`config.mk`:
```
export PLATFORM = sky130hd
export DESIGN_NAME = cbp_predictor
export DESIGN_NICKNAME = d
export VERILOG_FILES = /design/src/rtl/cbp_pkg.sv /design/src/rtl/cbp_classifier.sv /design/src/rtl/cbp_weight.sv /design/src/rtl/cbp_sat_counter.sv /design/src/rtl/cbp_predictor.sv
export SDC_FILE = /design/constraint.sdc
export NUM_CORES = 1
export LEC_CHECK = 0
export ABC_CLOCK_PERIOD_IN_PS = 48700
export CAP_MARGIN = 40
export CORE_UTILIZATION = 30
export DETAILED_ROUTE_END_ITERATION = 12
export DONT_BUFFER_PORTS = 1
export PLACE_DENSITY_LB_ADDON = 0.25
export SYNTH_ARGS = -nofsm -noshare
export SYNTH_HDL_FRONTEND = slang
export SYNTH_SLANG_ARGS = --single-unit
```
`constraint.sdc`:
```
create_clock -name clk -period 48.7 [get_ports clk]
set_input_delay 9.74 -clock clk [delete_from_list [all_inputs] [get_ports clk]]
set_output_delay 9.74 -clock clk [all_outputs]
set_load 0.01 [all_outputs]
```
`src/rtl/cbp_pkg.sv`:
```
package cbp_pkg;
    typedef enum logic [2:0] {
        CLS_NONE        = 3'd0,
        CLS_UNPEN_HIT   = 3'd1,
        CLS_PEN_HIT     = 3'd2,
        CLS_AVOIDED     = 3'd3,
        CLS_AVOIDABLE   = 3'd4,
        CLS_UNAVOIDABLE = 3'd5
    } access_cls_e;

    typedef enum logic {
        ALLOC_PACKED = 1'b0,
        ALLOC_PLAIN  = 1'b1
    } alloc_state_e;
endpackage

```
`src/rtl/cbp_classifier.sv`:
```
module cbp_classifier
    import cbp_pkg::*;
#(
    parameter int TAG_WAYS   = 4,
    parameter int RAW_WAYS   = 2,
    parameter int SEG_BUDGET = 16,
    parameter int DEPTH_W    = 3,
    parameter int SUM_W      = 6
) (
    input  logic               resident,
    input  logic               compressed,
    input  logic [DEPTH_W-1:0] depth,
    input  logic [SUM_W-1:0]   seg_sum,
    output access_cls_e        cls
);
    logic tag_hit;
    logic in_raw_part;
    logic fits_budget;

    always_comb begin
        tag_hit     = (depth != '0) && (depth <= DEPTH_W'(TAG_WAYS));
        in_raw_part = (depth <= DEPTH_W'(RAW_WAYS));
        fits_budget = (seg_sum <= SUM_W'(SEG_BUDGET));
        if (!tag_hit)
            cls = CLS_UNAVOIDABLE;
        else if (resident)
            cls = in_raw_part ? (compressed ? CLS_PEN_HIT : CLS_UNPEN_HIT) : CLS_AVOIDED;
        else
            cls = fits_budget ? CLS_AVOIDABLE : CLS_UNAVOIDABLE;
    end
endmodule

```
`src/rtl/cbp_weight.sv`:
```
module cbp_weight
    import cbp_pkg::*;
#(
    parameter int LAT_W = 16,
    parameter int DW    = 21
) (
    input  access_cls_e             cls,
    input  logic [LAT_W-1:0]        mem_lat,
    input  logic [LAT_W-1:0]        dec_lat,
    input  logic                    norm_en,
    output logic signed [DW-1:0]    delta
);
    logic [LAT_W-1:0] ratio;
    logic [LAT_W-1:0] gain;
    logic [LAT_W-1:0] loss;

    always_comb begin
        ratio = (dec_lat == '0) ? mem_lat : (mem_lat / dec_lat);
        gain  = norm_en ? ratio : mem_lat;
        loss  = norm_en ? LAT_W'(1) : dec_lat;
        unique case (cls)
            CLS_AVOIDED,
            CLS_AVOIDABLE: delta = $signed({{(DW-LAT_W){1'b0}}, gain});
            CLS_PEN_HIT:   delta = -$signed({{(DW-LAT_W){1'b0}}, loss});
            default:       delta = '0;
        endcase
    end
endmodule

```
`src/rtl/cbp_sat_counter.sv`:
```
module cbp_sat_counter #(
    parameter int CNT_W = 19,
    parameter int DW    = 21
) (
    input  logic                     clk,
    input  logic                     rst_n,
    input  logic                     en,
    input  logic signed [DW-1:0]     delta,
    output logic signed [CNT_W-1:0]  cnt,
    output logic signed [CNT_W-1:0]  cnt_next
);
    localparam logic signed [DW-1:0] HI = DW'((64'd1 << (CNT_W-1)) - 64'd1);
    localparam logic signed [DW-1:0] LO = -HI - DW'(1);

    logic signed [DW-1:0] sum;

    always_comb begin
        sum = {{(DW-CNT_W){cnt[CNT_W-1]}}, cnt} + delta;
        if (!en)
            cnt_next = cnt;
        else if (sum > HI)
            cnt_next = HI[CNT_W-1:0];
        else if (sum < LO)
            cnt_next = LO[CNT_W-1:0];
        else
            cnt_next = sum[CNT_W-1:0];
    end

    always_ff @(posedge clk) begin
        if (!rst_n) cnt <= '0;
        else        cnt <= cnt_next;
    end


    sat_top_chk: assert property (@(posedge clk) disable iff (!rst_n)
        (en && delta > 0 && cnt == HI[CNT_W-1:0]) |=> cnt == HI[CNT_W-1:0]);

    sat_bottom_chk: assert property (@(posedge clk) disable iff (!rst_n)
        (en && delta < 0 && cnt == LO[CNT_W-1:0]) |=> cnt == LO[CNT_W-1:0]);
endmodule

```
`src/rtl/cbp_predictor.sv`:
```
module cbp_predictor
    import cbp_pkg::*;
#(
    parameter int TAG_WAYS   = 4,
    parameter int RAW_WAYS   = 2,
    parameter int SEG_BUDGET = 16,
    parameter int CNT_W      = 19,
    parameter int LAT_W      = 16,
    parameter int SUM_W      = 6,
    parameter int DEPTH_W    = $clog2(TAG_WAYS + 1)
) (
    input  logic               clk,
    input  logic               rst_n,
    input  logic               acc_valid,
    input  logic               acc_resident,
    input  logic               acc_compressed,
    input  logic [DEPTH_W-1:0] acc_depth,
    input  logic [SUM_W-1:0]   acc_seg_sum,
    input  logic [LAT_W-1:0]   mem_lat,
    input  logic [LAT_W-1:0]   dec_lat,
    input  logic               norm_en,
    output logic               cls_valid,
    output logic [2:0]         cls_code,
    output logic [CNT_W-1:0]   pred_value,
    output logic               alloc_compressed
);
    localparam int DW = CNT_W + 2;

    access_cls_e              cls_now;
    access_cls_e              cls_q;
    logic                     cls_valid_q;
    logic signed [DW-1:0]     delta;
    logic signed [CNT_W-1:0]  cnt;
    logic signed [CNT_W-1:0]  cnt_next;
    alloc_state_e             state_q;
    alloc_state_e             state_d;

    cbp_classifier #(
        .TAG_WAYS(TAG_WAYS), .RAW_WAYS(RAW_WAYS), .SEG_BUDGET(SEG_BUDGET),
        .DEPTH_W(DEPTH_W), .SUM_W(SUM_W)
    ) classify_i (
        .resident(acc_resident), .compressed(acc_compressed),
        .depth(acc_depth), .seg_sum(acc_seg_sum), .cls(cls_now)
    );

    cbp_weight #(.LAT_W(LAT_W), .DW(DW)) weight_i (
        .cls(cls_now), .mem_lat(mem_lat), .dec_lat(dec_lat),
        .norm_en(norm_en), .delta(delta)
    );

    cbp_sat_counter #(.CNT_W(CNT_W), .DW(DW)) counter_i (
        .clk(clk), .rst_n(rst_n), .en(acc_valid), .delta(delta),
        .cnt(cnt), .cnt_next(cnt_next)
    );

    always_ff @(posedge clk) begin
        if (!rst_n) begin
            cls_q       <= CLS_NONE;
            cls_valid_q <= 1'b0;
        end else begin
            cls_q       <= acc_valid ? cls_now : CLS_NONE;
            cls_valid_q <= acc_valid;
        end
    end

    // allocation state register
    always_ff @(posedge clk) begin
        if (!rst_n) state_q <= ALLOC_PACKED;
        else        state_q <= state_d;
    end

    // transitions TO_PLAIN / TO_PACKED
    always_comb begin
        state_d = state_q;
        unique case (state_q)
            ALLOC_PACKED: if (acc_valid && cnt_next < 0)  state_d = ALLOC_PLAIN;
            ALLOC_PLAIN:  if (acc_valid && cnt_next >= 0) state_d = ALLOC_PACKED;
        endcase
    end

    // outputs
    always_comb begin
        unique case (state_q)
            ALLOC_PACKED: alloc_compressed = 1'b1;
            ALLOC_PLAIN:  alloc_compressed = 1'b0;
        endcase
        cls_valid  = cls_valid_q;
        cls_code   = cls_q;
        pred_value = cnt;
    end


    unpen_hold_chk: assert property (@(posedge clk) disable iff (!rst_n)
        (acc_valid && acc_resident && !acc_compressed && acc_depth != '0
         && acc_depth <= DEPTH_W'(RAW_WAYS)) |=> $stable(pred_value));

    nomatch_hold_chk: assert property (@(posedge clk) disable iff (!rst_n)
        (acc_valid && acc_depth == '0) |=> $stable(pred_value));

    pen_drop_chk: assert property (@(posedge clk) disable iff (!rst_n)
        (acc_valid && acc_resident && acc_compressed && acc_depth != '0
         && acc_depth <= DEPTH_W'(RAW_WAYS) && dec_lat != '0
         && pred_value != {1'b1, {(CNT_W-1){1'b0}}})
        |=> $signed(pred_value) < $signed($past(pred_value)));

    valid_follow_chk: assert property (@(posedge clk) disable iff (!rst_n)
        acc_valid |=> cls_valid);

    idle_hold_chk: assert property (@(posedge clk) disable iff (!rst_n)
        !acc_valid |=> (!cls_valid && $stable(pred_value)));

    alloc_sign_chk: assert property (@(posedge clk) disable iff (!rst_n)
        alloc_compressed == !pred_value[CNT_W-1]);
endmodule

```
== After elaboration in Yosys (flattened, before gate mapping) ==
Index checks and enable logic that the tools add are counted.

* Register bits after elaboration: 24
* Bits in latches: 0
* RAM bits: 0
* ROM bits: 0
* Output and inout port bits: 24
* Word-level logic and storage cells: 41
* Memories kept: 0

* $add $sub $neg: 2
* Multiply operators: 0
* Div/mod/pow operators: 1
* Magnitude comparators: 7
* Equal/unequal tests: 3
* Shift operators: 0
* Mux-type cells: 16
* Bitwise operators: 1
* Reductions and logical operators: 7

{| class="wikitable"
|+ Operators by type and width
! kind !! number
|-
| $mux 19 || 3
|-
| $mux 16 || 3
|-
| $pmux 21 s2 || 1
|-
| $add 21x21->21 || 1
|-
| $gt 21x19->1 const B || 1
|-
| $lt 21x19->1 const B || 1
|-
| $neg 16->21 || 1
|-
| $ge 19x1->1 const B || 1
|-
| $lt 19x1->1 const B || 1
|-
| $div 16x16->16 || 1
|-
| $logic_not 16->1 || 1
|-
| $mux 3 || 3
|-
| $eq 3x2->1 const B || 2
|-
| $le 6x5->1 const B || 1
|-
| $pmux 1 s2 || 2
|-
| $eq 3x3->1 const B || 1
|-
| $le 3x2->1 const B || 1
|-
| $le 3x3->1 const B || 1
|-
| $logic_and 1x1->1 || 3
|-
| $mux 1 || 3
|-
| $reduce_bool 3->1 || 1
|-
| $mux 2 || 1
|-
| $reduce_and 2->1 || 1
|-
| $reduce_or 2->1 || 1
|-
| $not 1->1 || 1
|}

== Logic depth before layout (Yosys ltp) ==
Gate-level depths: netlist (run 1).

* Depth after elaboration: 16
* Mapped depth: 147
* Depth with buffers taken out: 138

== Hierarchy ==
Synthesis (run 1) repeated with hierarchy kept, for this count alone.

* Cells, all modules: 1446
* Area, all modules: 10128.5 µm²

{| class="wikitable"
|+ By module, submodules not included
! module !! instances !! cells an instance !! area each (µm²) !! sequential area each (µm²)
|-
| cbp_weight || 1 || 1139 || 7728.7 || 0.0
|-
| cbp_sat_counter || 1 || 281 || 2163.3 || 380.4
|-
| cbp_predictor || 1 || 12 || 150.1 || 100.1
|-
| cbp_classifier || 1 || 14 || 86.3 || 0.0
|}

== Worst setup path before layout (run 1) ==
OpenSTA, ideal clock, no wires.

* Kind: input port to flip-flop
* Start point: input dec_lat[11]
* End point: register with a tool-made name
* Arrival: 38914 ps
* Setup slack: 9652 ps
* Stages on the path: 137
* Path buffers: 12
* Cell sequence: buf_2 -> nor4_4 -> nand4_1 -> mux2i_1 -> nor2_1 -> ha_1 -> o21a_1 -> o21a_1 -> nand2_1 -> mux2_2 -> ha_1 -> o21a_1 -> o21ai_1 -> mux2i_1 -> ha_1 -> o21a_1 -> nor4_1 -> or3_1 -> [... 101 more ...] -> a21o_1 -> a21o_1 -> a21o_1 -> a211oi_1 -> o32ai_1 -> ha_1 -> fa_1 -> a211oi_1 -> o21ai_0 -> a311o_1 -> a31oi_1 -> o21ai_1 -> a211o_1 -> a311oi_1 -> o311ai_1 -> nand2_1 -> clkbuf_1 -> a211oi_1

{| class="wikitable"
|+ RTL lines
! what !! RTL line !! source
|-
| start, declared || cbp_predictor.sv:20 || <nowiki>input logic [LAT_W-1:0] dec_lat,</nowiki>
|}

==> results of run 1 <==
==> report_power, final <==
part / switching [uW] / internal, uW
Sequential: 3.23 / 21.7
Clock: 6.61 / 16.3
Combinational: 75.5 / 52.8
==> cells by family (layout without fill, tap and decap cells) <==
family                   Yosys count  after routing
AO/OA/AOI/OAI                    455            455
adder cells (fa/ha/maj)          159            159
multiplexers                      39             39
XOR/XNOR                          77             77
flip-flops                        24             24
AND/OR/NAND/NOR                  490            490
buffers and inverters            123             94
==> routing by layer <==
metal / GRT usage, % / up-vias / routed length [um]
li1: - / 5101 / -
met1: 27.1 / 4691 / 15600
met2: 33.3 / 343 / 14800
met3: 4.79 / 61 / 2940
met4: 5.33 / 0 / 878
met5: 0 / - / 0
==> path summary, 6_finish.rpt <==
kind                                  to  slack (ns)  depth (start not counted)
worst max-delay path            register        4.69                        132
worst min-delay path            register        0.53                          2
worst max register to register  register       44.57                         12
worst min register to register  register        0.53                          2
==> worst max-delay path: cells and delay by family <==
| kind | cells | cell delay (ns) |
|---|---|---|
| AOI/OAI and AO/OA | 68 | 16.95 |
| adders and majority gates | 17 | 5.44 |
| buffers and inverters | 10 | 1.49 |
| muxes | 7 | 2.26 |
| and+or+nand+nor | 30 | 8.11 |
==> synthesized netlist by cell type (24+ instances only) <==
cell and n:
nand2_1 73, nor3_1 78, a21oi_1 115, dfxtp_1 24
nor2_1 170, xnor2_1 49, a211oi_1 31, clkbuf_1 41
o21ai_0 56, inv_1 73, o21a_1 53, ha_1 158
a21o_1 36, xor2_1 28
==> final cells by class <==
| class | instances | area share, % |
|---|---|---|
| sequential | 24 | 4.77 |
| clock buffer | 3 | 0.745 |
| multi-input combinational | 1220 | 85.2 |
| timing repair buffer | 17 | 1.35 |
| tap | 396 | 4.92 |
| inverter | 73 | 2.72 |
| clock inverter | 1 | 0.298 |
==> cell usage in the layout, fill, tap and decap left out, types with 18 or more instances in the layout <==
cell / count
dfxtp_1: 24
ha_1: 158
a31oi_1: 21
nand2_1: 73
inv_1: 73
xor2_1: 28
o21ai_0: 56
mux2_2: 18
o22ai_1: 18
nor2_1: 170
a21o_1: 36
nand3_1: 21
xnor2_1: 49
a21oi_1: 115
o21a_1: 53
nor3_1: 78
mux2i_1: 20
a211oi_1: 31
==> through the flow <==
stage               hold slack (ns)  cell area, um2  cells
floorplan                     0.497            9550   1367
global placement              0.535            9930   1725
detailed placement            0.537            9970   1730
CTS                           0.546           10100   1734
global route                  0.564           10100   1734
finish                        0.535           10100   1734
==> run metrics, run 1 <==
outcome complete, no violations; total track usage 20.5%; synthesized instance count 1367; Worst setup startpoint dec_lat[14]; max-slew violations 0; layout cell share with drive strength beyond 1 5.83%; pre-CTS setup slack 5.10 ns; post-synthesis cell type count 81; CTS Buf Count 3; number of enable flip-flop cells after synthesis 0; Syn Nets 1573; Synth Flop Type dfxtp_1; Post-CTS Resized 0; CP most frequent cell ha_1; antenna diode count 0; Worst Skew 0.00395 ns; synth top area cells ha_1 (21%), nor2_1 (6.7%), a21oi_1 (6.0%); GPL Wtd Cong around 0.93; clock buffer depth 2; vias per cell ~5.9; Residual DRC 0; Leak 0.00442 uW; post-route setup TNS 0 ns; main combinational cell family by area after synthesis compound AO/OA/AOI/OAI gates; FMAX about 23 MHz; Finished Core Util 32.5%; Post-Synth XOR/XNOR Area 7.06%; Area Overhead vs Synth 5.47%; Post-CTS Hold Buffers 0; Die Span Y 180 um; drt pass-1 iters 5; routed len/inst 19.7 um; P per Cell Area 17.5 nW/um2; Compound-Gate Fraction of Synth Area 32.2%; Slowest-stage cell, CP nor2_1; Final Hold Fails 0; Critical Path Fanout Max 20; Pwr Total 176 uW; Final WS setup ~4.7 ns; peak supply drop 0.0235 mV; Multi-input gate area 8590 um2; Buffers on Ports 0; WL final around 34000 um; detailed router's first-iteration violation count 931; relative slew slack between 40 and 50%; max_cap viols 0; Clock Sink Count 24; Tightest Pin Transition 0.873 ns; post-synthesis mux area share 4.33%; Crit Path Class input pin to register; Synth Register Bits 24; hpwl dp 28000 um; crit path launch type input pin; Simple-Gate Fraction of Synth Area 25.3%; CP Capture Type register; Arr. time, crit path between 40 and 50 ns; Synth top area share 20.7%; syn_area_per_cell 6.99 um2; starting density of the core 30.8%; asr flop ratio synth 0%; Hold WC Path Type register to register; Mapped Area about 9600 um2; RSZ-0062 raised after global routing false; clk slew on worst S/H paths 0.06 ns; sequential-to-total area share from yosys stat 5.03%; pin count of the biggest net entering global routing 33; FP Rows 64; Nets 1545; die area around 33000 um2; CP required 48.80 ns; global route overflow 0; Post-DRT Antenna Nets 0; htree depth 1; CTS tree built; synth warn 0; Fillers 3295; postcts setup bufs 0; clock latency on the worst-skew pair 0.25 ns; Post-Synth Adder-Cell Area 20.9%; max incr delay on CP 0.69 ns; wire length of the first global-routing pass between 50000 and 60000 um; Ports between 70 and 80; initial antenna violation count 0; vias 10200; vias in the first global route 9830; FF+latch area 480 um2; chip width about 180 um; Core Footprint 31000 um2; final setup vio count 0; Period minus WS final 44.01 ns; CTS root buf clkbuf_16; Tcrit/Tclk final about 90%; Synth area leader ha_1
(Power assumes the default switching activity.)
==> run 2, diff against run 1 <==
--- a/config.mk
+++ b/config.mk
@@ -5,11 +5,12 @@
 export SDC_FILE = /design/constraint.sdc
 export NUM_CORES = 1
 export LEC_CHECK = 0
-export ABC_CLOCK_PERIOD_IN_PS = 48700
+export ABC_AREA = 1
+export ABC_CLOCK_PERIOD_IN_PS = 49600
+export BUFFER_PORTS_ARGS = -buffer_cell sky130_fd_sc_hd__buf_4
 export CAP_MARGIN = 40
 export CORE_UTILIZATION = 30
 export DETAILED_ROUTE_END_ITERATION = 12
-export DONT_BUFFER_PORTS = 1
 export PLACE_DENSITY_LB_ADDON = 0.25
 export SYNTH_ARGS = -nofsm -noshare
 export SYNTH_HDL_FRONTEND = slang
==> constraint.sdc (replaced) <==
create_clock -name clk -period 49.6 [get_ports clk]
set_input_delay 9.92 -clock clk [delete_from_list [all_inputs] [get_ports clk]]
set_output_delay 9.92 -clock clk [all_outputs]
set_load 0.01 [all_outputs]
==> run 2 against run 1 <==
Core utilization grew 1.5 points. Count of clock-buffer cells in the layout stayed put. Largest cell class unchanged. Sequential share of layout area is 0.35 points lower. Critical path depth increased by 65. Register-to-register slack improved by 1.8 ns. Via count grew 4.0%. Largest power group unchanged. First-iteration DRC count is 24% lower. Worst setup slack gained 3.5 ns. Global-route usage decreased by 2.1 points. Clock skew down 0.00057 ns. Sequential power decreased by 8%. Flip-flop and latch count unchanged.
==> run metrics, run 2 <==
Mapped Area 9850 um2 (was 9550 um2); CTS tree built (unchanged); FP Rows 65 (was 64); CP Capture Type register (unchanged); Post-CTS Hold Buffers 0 (unchanged); vias in the first global route 10000 (was 9830); Post-DRT Antenna Nets 0 (unchanged); Fillers 3538 (was 3295); Arr. time, crit path 41.52 ns (was 44.11 ns); Synth Register Bits 24 (unchanged); total track usage 18.5% (was 20.5%); wire length of the first global-routing pass 50600 um (was 53600 um); Area Overhead vs Synth 10.5% (was 5.47%); commonest cells after routing, fill and taps aside nand2_1 (436), inv_1 (224), ha_1 (158) (was nor2_1 (170), ha_1 (158), a21oi_1 (115)); hpwl dp 25600 um (was 28000 um); drt pass-1 iters 5 (unchanged); vias 10600 (was 10200); initial antenna violation count 0 (unchanged); max incr delay on CP 0.59 ns (was 0.69 ns); Core Footprint 32000 um2 (was 31000 um2); cell area after placement 10800 um2 (was 9970 um2); post-route design area 10900 um2 (was 10100 um2); CP required 49.74 ns (was 48.80 ns); Worst Skew 0.00338 ns (was 0.00395 ns); outcome complete, no violations (unchanged); layout cell share with drive strength beyond 1 11.7% (was 5.83%); syn_area_per_cell 5.96 um2 (was 6.99 um2); FF+latch area 480 um2 (unchanged); CTS Buf Count 3 (unchanged); pin count of the biggest net entering global routing 23 (was 33); postcts setup bufs 0 (unchanged); post-route setup TNS 0 ns (unchanged); Post-CTS Resized 0 (unchanged); routed len/inst 14.6 um (was 19.7 um); Synth area leader ha_1 (unchanged); Crit Path Class input pin to register (unchanged); synth top area cells ha_1 (20%), nand2_1 (17%), inv_1 (8.5%) (was ha_1 (21%), nor2_1 (6.7%), a21oi_1 (6.0%)); max_cap viols 0 (unchanged); post-synthesis cell type count 68 (was 81); Die Span Y 183 um (was 180 um); Multi-input gate area 8260 um2 (was 8590 um2); number of enable flip-flop cells after synthesis 0 (unchanged); crit path launch type input pin (unchanged); Ports 71 (unchanged); Tcrit/Tclk final 83.4%; Residual DRC 0 (unchanged); starting density of the core 30.8% (about the same); vias per cell 4.98 (was 5.88); Slowest-stage cell, CP inv_1 (was nor2_1); Clock Sink Count 24 (unchanged); GPL Wtd Cong 0.879 (was 0.933); Synth top area share 20.1% (was 20.7%); final setup vio count 0 (unchanged); synth warn 0 (unchanged); Syn Nets 1857 (was 1573); htree depth 1 (unchanged); chip width 183 um (was 180 um); antenna diode count 0 (unchanged); most common cell in the netlist nand2_1 (was nor2_1); FMAX 24.2 MHz; die area 33600 um2 (was 32600 um2); Final Hold Fails 0 (unchanged); Commonest cells post-synth nand2_1 (436), inv_1 (224), ha_1 (158), nand3_1 (129), a21oi_1 (106) (was nor2_1 (170), ha_1 (158), a21oi_1 (115), nor3_1 (78)); Final WS setup 8.22 ns (was 4.69 ns); Hold WC Path Type register to register (unchanged); clock buffer depth 2 (unchanged); CTS root buf clkbuf_16 (unchanged); pre-CTS setup slack 8.17 ns (was 5.10 ns); Nets 1902 (was 1545); clock latency on the worst-skew pair 0.27 ns (was 0.25 ns); Synth Flop Type dfxtp_1 (unchanged); Critical Path Fanout Max 21 (was 20); sequential-to-total area share from yosys stat 4.88% (was 5.03%); Period minus WS final 41.38 ns; CP most frequent cell nand2_1 (was ha_1); max-slew violations 0 (unchanged); Tightest Pin Transition 0.774 ns (was 0.873 ns); asr flop ratio synth 0% (unchanged); relative slew slack 47.0% (was 40.3%); clk slew on worst S/H paths 0.06 ns (about the same); Buffers on Ports 70 (was 0); P per Cell Area 16.4 nW/um2 (was 17.5 nW/um2); WL final 31000 um (was 34200 um); synthesized instance count 1651 (was 1367); detailed router's first-iteration violation count 710 (was 931); global route overflow 0 (unchanged); Pwr Total 178 uW (was 176 uW); Leak 0.00576 uW (was 0.00442 uW); RSZ-0062 raised after global routing false (unchanged); peak supply drop 0.0150 mV (was 0.0235 mV); most common cell after layout, fill and taps aside nand2_1 (was nor2_1)
-- run 2: cell count changes after synthesis, sizes merged, moves of 20 or more --
| cell | delta |
|---|---|
| nor2 | -65 |
| a31oi | -21 |
| or2 | +20 |
| inv | +170 |
| nand2 | +374 |
| a211oi | -26 |
| nand3 | +112 |
| o21ai | +47 |
| nor3 | -56 |
| a21o | -31 |
| o21a | -43 |
-- run 2: final timing paths --
kind / startpoint / endpoint / slack, ns / cells after the start
max: dec_lat[4] / register / 8.22 / 197
min: register / register / 0.47 / 2
max reg2reg: register / register / 46.38 / 19
min reg2reg: register / register / 0.47 / 2
-- run 2: kinds of logic after synthesis --
group / count (synthesis) / share of synthesized area [%]
AND/OR/NAND/NOR: 792 / 35.7
adder cells (fa/ha/maj): 159 / 20.3
multiplexers: 2 / 0.203
XOR/XNOR: 76 / 7.03
AO/OA/AOI/OAI: 316 / 20.7
flip-flops: 24 / 4.88
buffers and inverters: 282 / 11.3
-- run 2: worst max-delay path, delay by kind of cell --
kind | cells | cell delay (ns)
AO/OA/AOI/OAI | 50 | 8.90
XOR/XNOR | 1 | 0.10
AND/OR/NAND/NOR | 107 | 13.16
adder cells (fa/ha/maj) | 17 | 5.37
buffers and inverters | 22 | 4.04
-- run 2: layer usage --
| metal | track usage (%) | part of all wire, % |
|---|---|---|
| met3 | 0.874 | 4.1 |
| met4 | 3.50 | 1.6 |
| met2 | 32.1 | 45 |
| met5 | 0 | 0 |
| met1 | 25.2 | 49 |
-- run 2: layout make-up --
cell class              instances  share of cell area [%]
flip-flops and latches         24                    4.41
clock inverters                 1                   0.276
clock buffers                   3                   0.690
inverters                     245                    8.47
repair buffers                 77                    5.28
well taps                     435                    5.00
multi-input cells            1345                    75.9
-- run 2: metrics by stage --
step	util, %	hold WS, ns	instances
after floorplan	-	0.445	1651
after global placement	33.7	0.463	2125
after detailed placement	33.7	0.462	2126
after CTS	34.1	0.473	2130
after global routing	34.1	0.496	2130
final	34.1	0.472	2130
-- run 2: power by group --
| group | total (uW) | internal (uW) | switching [uW] |
|---|---|---|---|
| sequential | 22.9 | 21.1 | 1.83 |
| clock | 23.6 | 16.1 | 7.57 |
| combinational | 132 | 52.0 | 79.5 |
==> run 3, diff against run 2 <==
--- a/config.mk
+++ b/config.mk
@@ -5,8 +5,8 @@
 export SDC_FILE = /design/constraint.sdc
 export NUM_CORES = 1
 export LEC_CHECK = 0
-export ABC_AREA = 1
-export ABC_CLOCK_PERIOD_IN_PS = 49600
+export ABC_AREA = 0
+export ABC_CLOCK_PERIOD_IN_PS = 39800
 export BUFFER_PORTS_ARGS = -buffer_cell sky130_fd_sc_hd__buf_4
 export CAP_MARGIN = 40
 export CORE_UTILIZATION = 30
==> constraint.sdc (replaced) <==
create_clock -name clk -period 39.8 [get_ports clk]
set_input_delay 7.96 -clock clk [delete_from_list [all_inputs] [get_ports clk]]
set_output_delay 7.96 -clock clk [all_outputs]
set_load 0.01 [all_outputs]
==> run 3 against run 2 <==
Via count grew 1.9%. Worst hold slack got worse by 0.00064 ns. Non-clock buffer count up 49. Power grew 29%. Register-to-register slack worse by 10 ns. Design area rose by 2.3%. Wire length grew 17%. Core utilization grew 1.9 points. Critical path depth down 63. Critical path type unchanged. Final cell count is 13% lower. Count of clock-buffer cells in the layout unchanged. Flip-flop and latch count unchanged.
==> run metrics, run 3 (same netlist as run 1, synthesis figures left out) <==
outcome complete, no violations (unchanged); Hold WC Path Type register to register (unchanged); CTS root buf clkbuf_16 (unchanged); Area Overhead vs Synth 16.6% (was 10.5%); vias in the first global route 9867 (was 10000); FMAX 26.3 MHz; Arr. time, crit path 38.10 ns (was 41.52 ns); chip width 180 um (was 183 um); crit path launch type input pin (unchanged); Tcrit/Tclk final 95.4%; post-route setup TNS 0 ns (unchanged); total track usage 21.2% (was 18.5%); CP required 39.95 ns (was 49.74 ns); max-slew violations 0 (unchanged); Ports 71 (unchanged); R2R depth 13 (was 19); Finished Core Util 35.9% (was 34.1%); detailed router's first-iteration violation count 827 (was 710); hpwl dp 29100 um (was 25600 um); routed len/inst 19.6 um (was 14.6 um); Slowest-stage cell, CP or3_4 (was inv_1); peak supply drop 0.0220 mV (was 0.0150 mV); antenna diode count 0 (unchanged); vias 10800 (was 10600); post-route design area 11100 um2 (was 10900 um2); Crit Path Class input pin to register (unchanged); clock latency on the worst-skew pair 0.26 ns (was 0.27 ns); relative slew slack 47.7% (was 47.0%); vias per cell 5.87 (was 4.98); Tightest Pin Transition 0.764 ns (was 0.774 ns); clock buffer depth 2 (unchanged); drt pass-1 iters 5 (unchanged); global route overflow 0 (unchanged); Buffers on Ports 70 (unchanged); max incr delay on CP 0.43 ns (was 0.59 ns); pin count of the biggest net entering global routing 23 (unchanged); initial antenna violation count 0 (unchanged); Period minus WS final roughly 38 ns; WL met3 2750 um (was 1280 um); Clock Sink Count 24 (unchanged); Leak 0.00498 uW (was 0.00576 uW); Worst R2R Setup Slack 36.21 ns (was 46.38 ns); Worst Skew 0.00214 ns (was 0.00338 ns); uppermost layer routed met4 (unchanged); starting density of the core 30.8% (about the same); max_cap viols 0 (unchanged); layout cell share with drive strength beyond 1 15.5% (was 11.7%); CTS Buf Count 3 (unchanged); Met1 Wirelength 16600 um (was 15200 um); Worst Hold Depth 2 (unchanged); Core Footprint 31000 um2 (was 32000 um2); die area 32600 um2 (was 33600 um2); CP most frequent cell ha_1 (was nand2_1); Post-DRT Antenna Nets 0 (unchanged); commonest cells after routing, fill and taps aside nor2_1 (169), ha_1 (158), buf_4 (123) (was nand2_1 (436), inv_1 (224), ha_1 (158)); Critical Path Fanout Max 18 (was 21); Nets 1655 (was 1902); P per Cell Area 20.7 nW/um2 (was 16.4 nW/um2); cell area after placement 10800 um2 (about the same); wire length of the first global-routing pass 55300 um (was 50600 um); WL final 36100 um (was 31000 um); CTS tree built (unchanged); final setup vio count 0 (unchanged); Final Hold Fails 0 (unchanged); FP Rows 64 (was 65); most common cell after layout, fill and taps aside nor2_1 (was nand2_1); Residual DRC 0 (unchanged); GPL Wtd Cong 0.954 (was 0.879); Die Span Y 180 um (was 183 um); clk slew on worst S/H paths 0.06 ns (about the same); htree depth 1 (unchanged); CP Capture Type register (unchanged); met2 routed WL 15900 um (was 14000 um)
==> run 3: report_power, final <==
| part | switching (uW) | leakage, uW | internal, uW | total (uW) |
|---|---|---|---|---|
| Clock | 8.34 | 0.0000370 | 13.3 | 21.6 |
| Combinational | 104 | 0.00474 | 75.7 | 180 |
| Sequential | 2.34 | 0.000199 | 26.5 | 28.9 |
| Total | 115 | 0.00498 | 116 | 230 |
==> run 3: worst max-delay path by stage <==
stage	from	endpoint	slack (ns)	depth (start not counted)
after CTS	dec_lat[4]	register	0.06	132
after detailed placement	dec_lat[4]	register	-0.33	131
after global placement	dec_lat[1]	register	0.26	131
after global routing	dec_lat[1]	register	-0.11	133
after floorplan	dec_lat[11]	register	2.53	137
final	dec_lat[1]	register	1.84	134
==> run 3: final cells by class <==
cell class              count  area [um2]
fillers                  3312       19900
multi-input cells        1221        8830
repair buffers            126         983
well taps                 396         495
flip-flops and latches     24         480
inverters                  73         274
clock buffers               3        75.1
==> run 3: metrics by stage <==
stage	hold slack [ns]	setup WS, ns	power [uW]	std cells
2_1_floorplan	0.497	2.53	151	1367
3_3_place_gp	0.455	0.263	201	1832
3_5_place_dp	0.465	-0.330	201	1832
4_1_cts	0.476	0.0575	224	1835
5_1_grt	0.493	-0.109	250	1843
6_report	0.472	1.84	230	1843
==> run 3: repair_timing <==
item	4_1_cts	5_1_grt
resized for setup	1	48
cloned	0	1
hold buffers	0	0
endpoints found under the setup margin	18	20
buffers inserted	0	7
pin swaps	0	5
==> run 3: critical path, delay by kind of cell <==
| family | cells | cell delay [ns] |
|---|---|---|
| buffers and inverters | 10 | 1.49 |
| adders and majority gates | 17 | 5.30 |
| AOI/OAI and AO/OA | 72 | 16.14 |
| muxes | 4 | 1.08 |
| and+or+nand+nor | 31 | 6.05 |
==> run 3: layer usage <==
metal / vias to the layer above / GRT usage [%]
met5: - / 0
met4: 0 / 5.68
met3: 48 / 2.34
met2: 408 / 34.4
met1: 5030 / 29.5
li1: 5324 / -
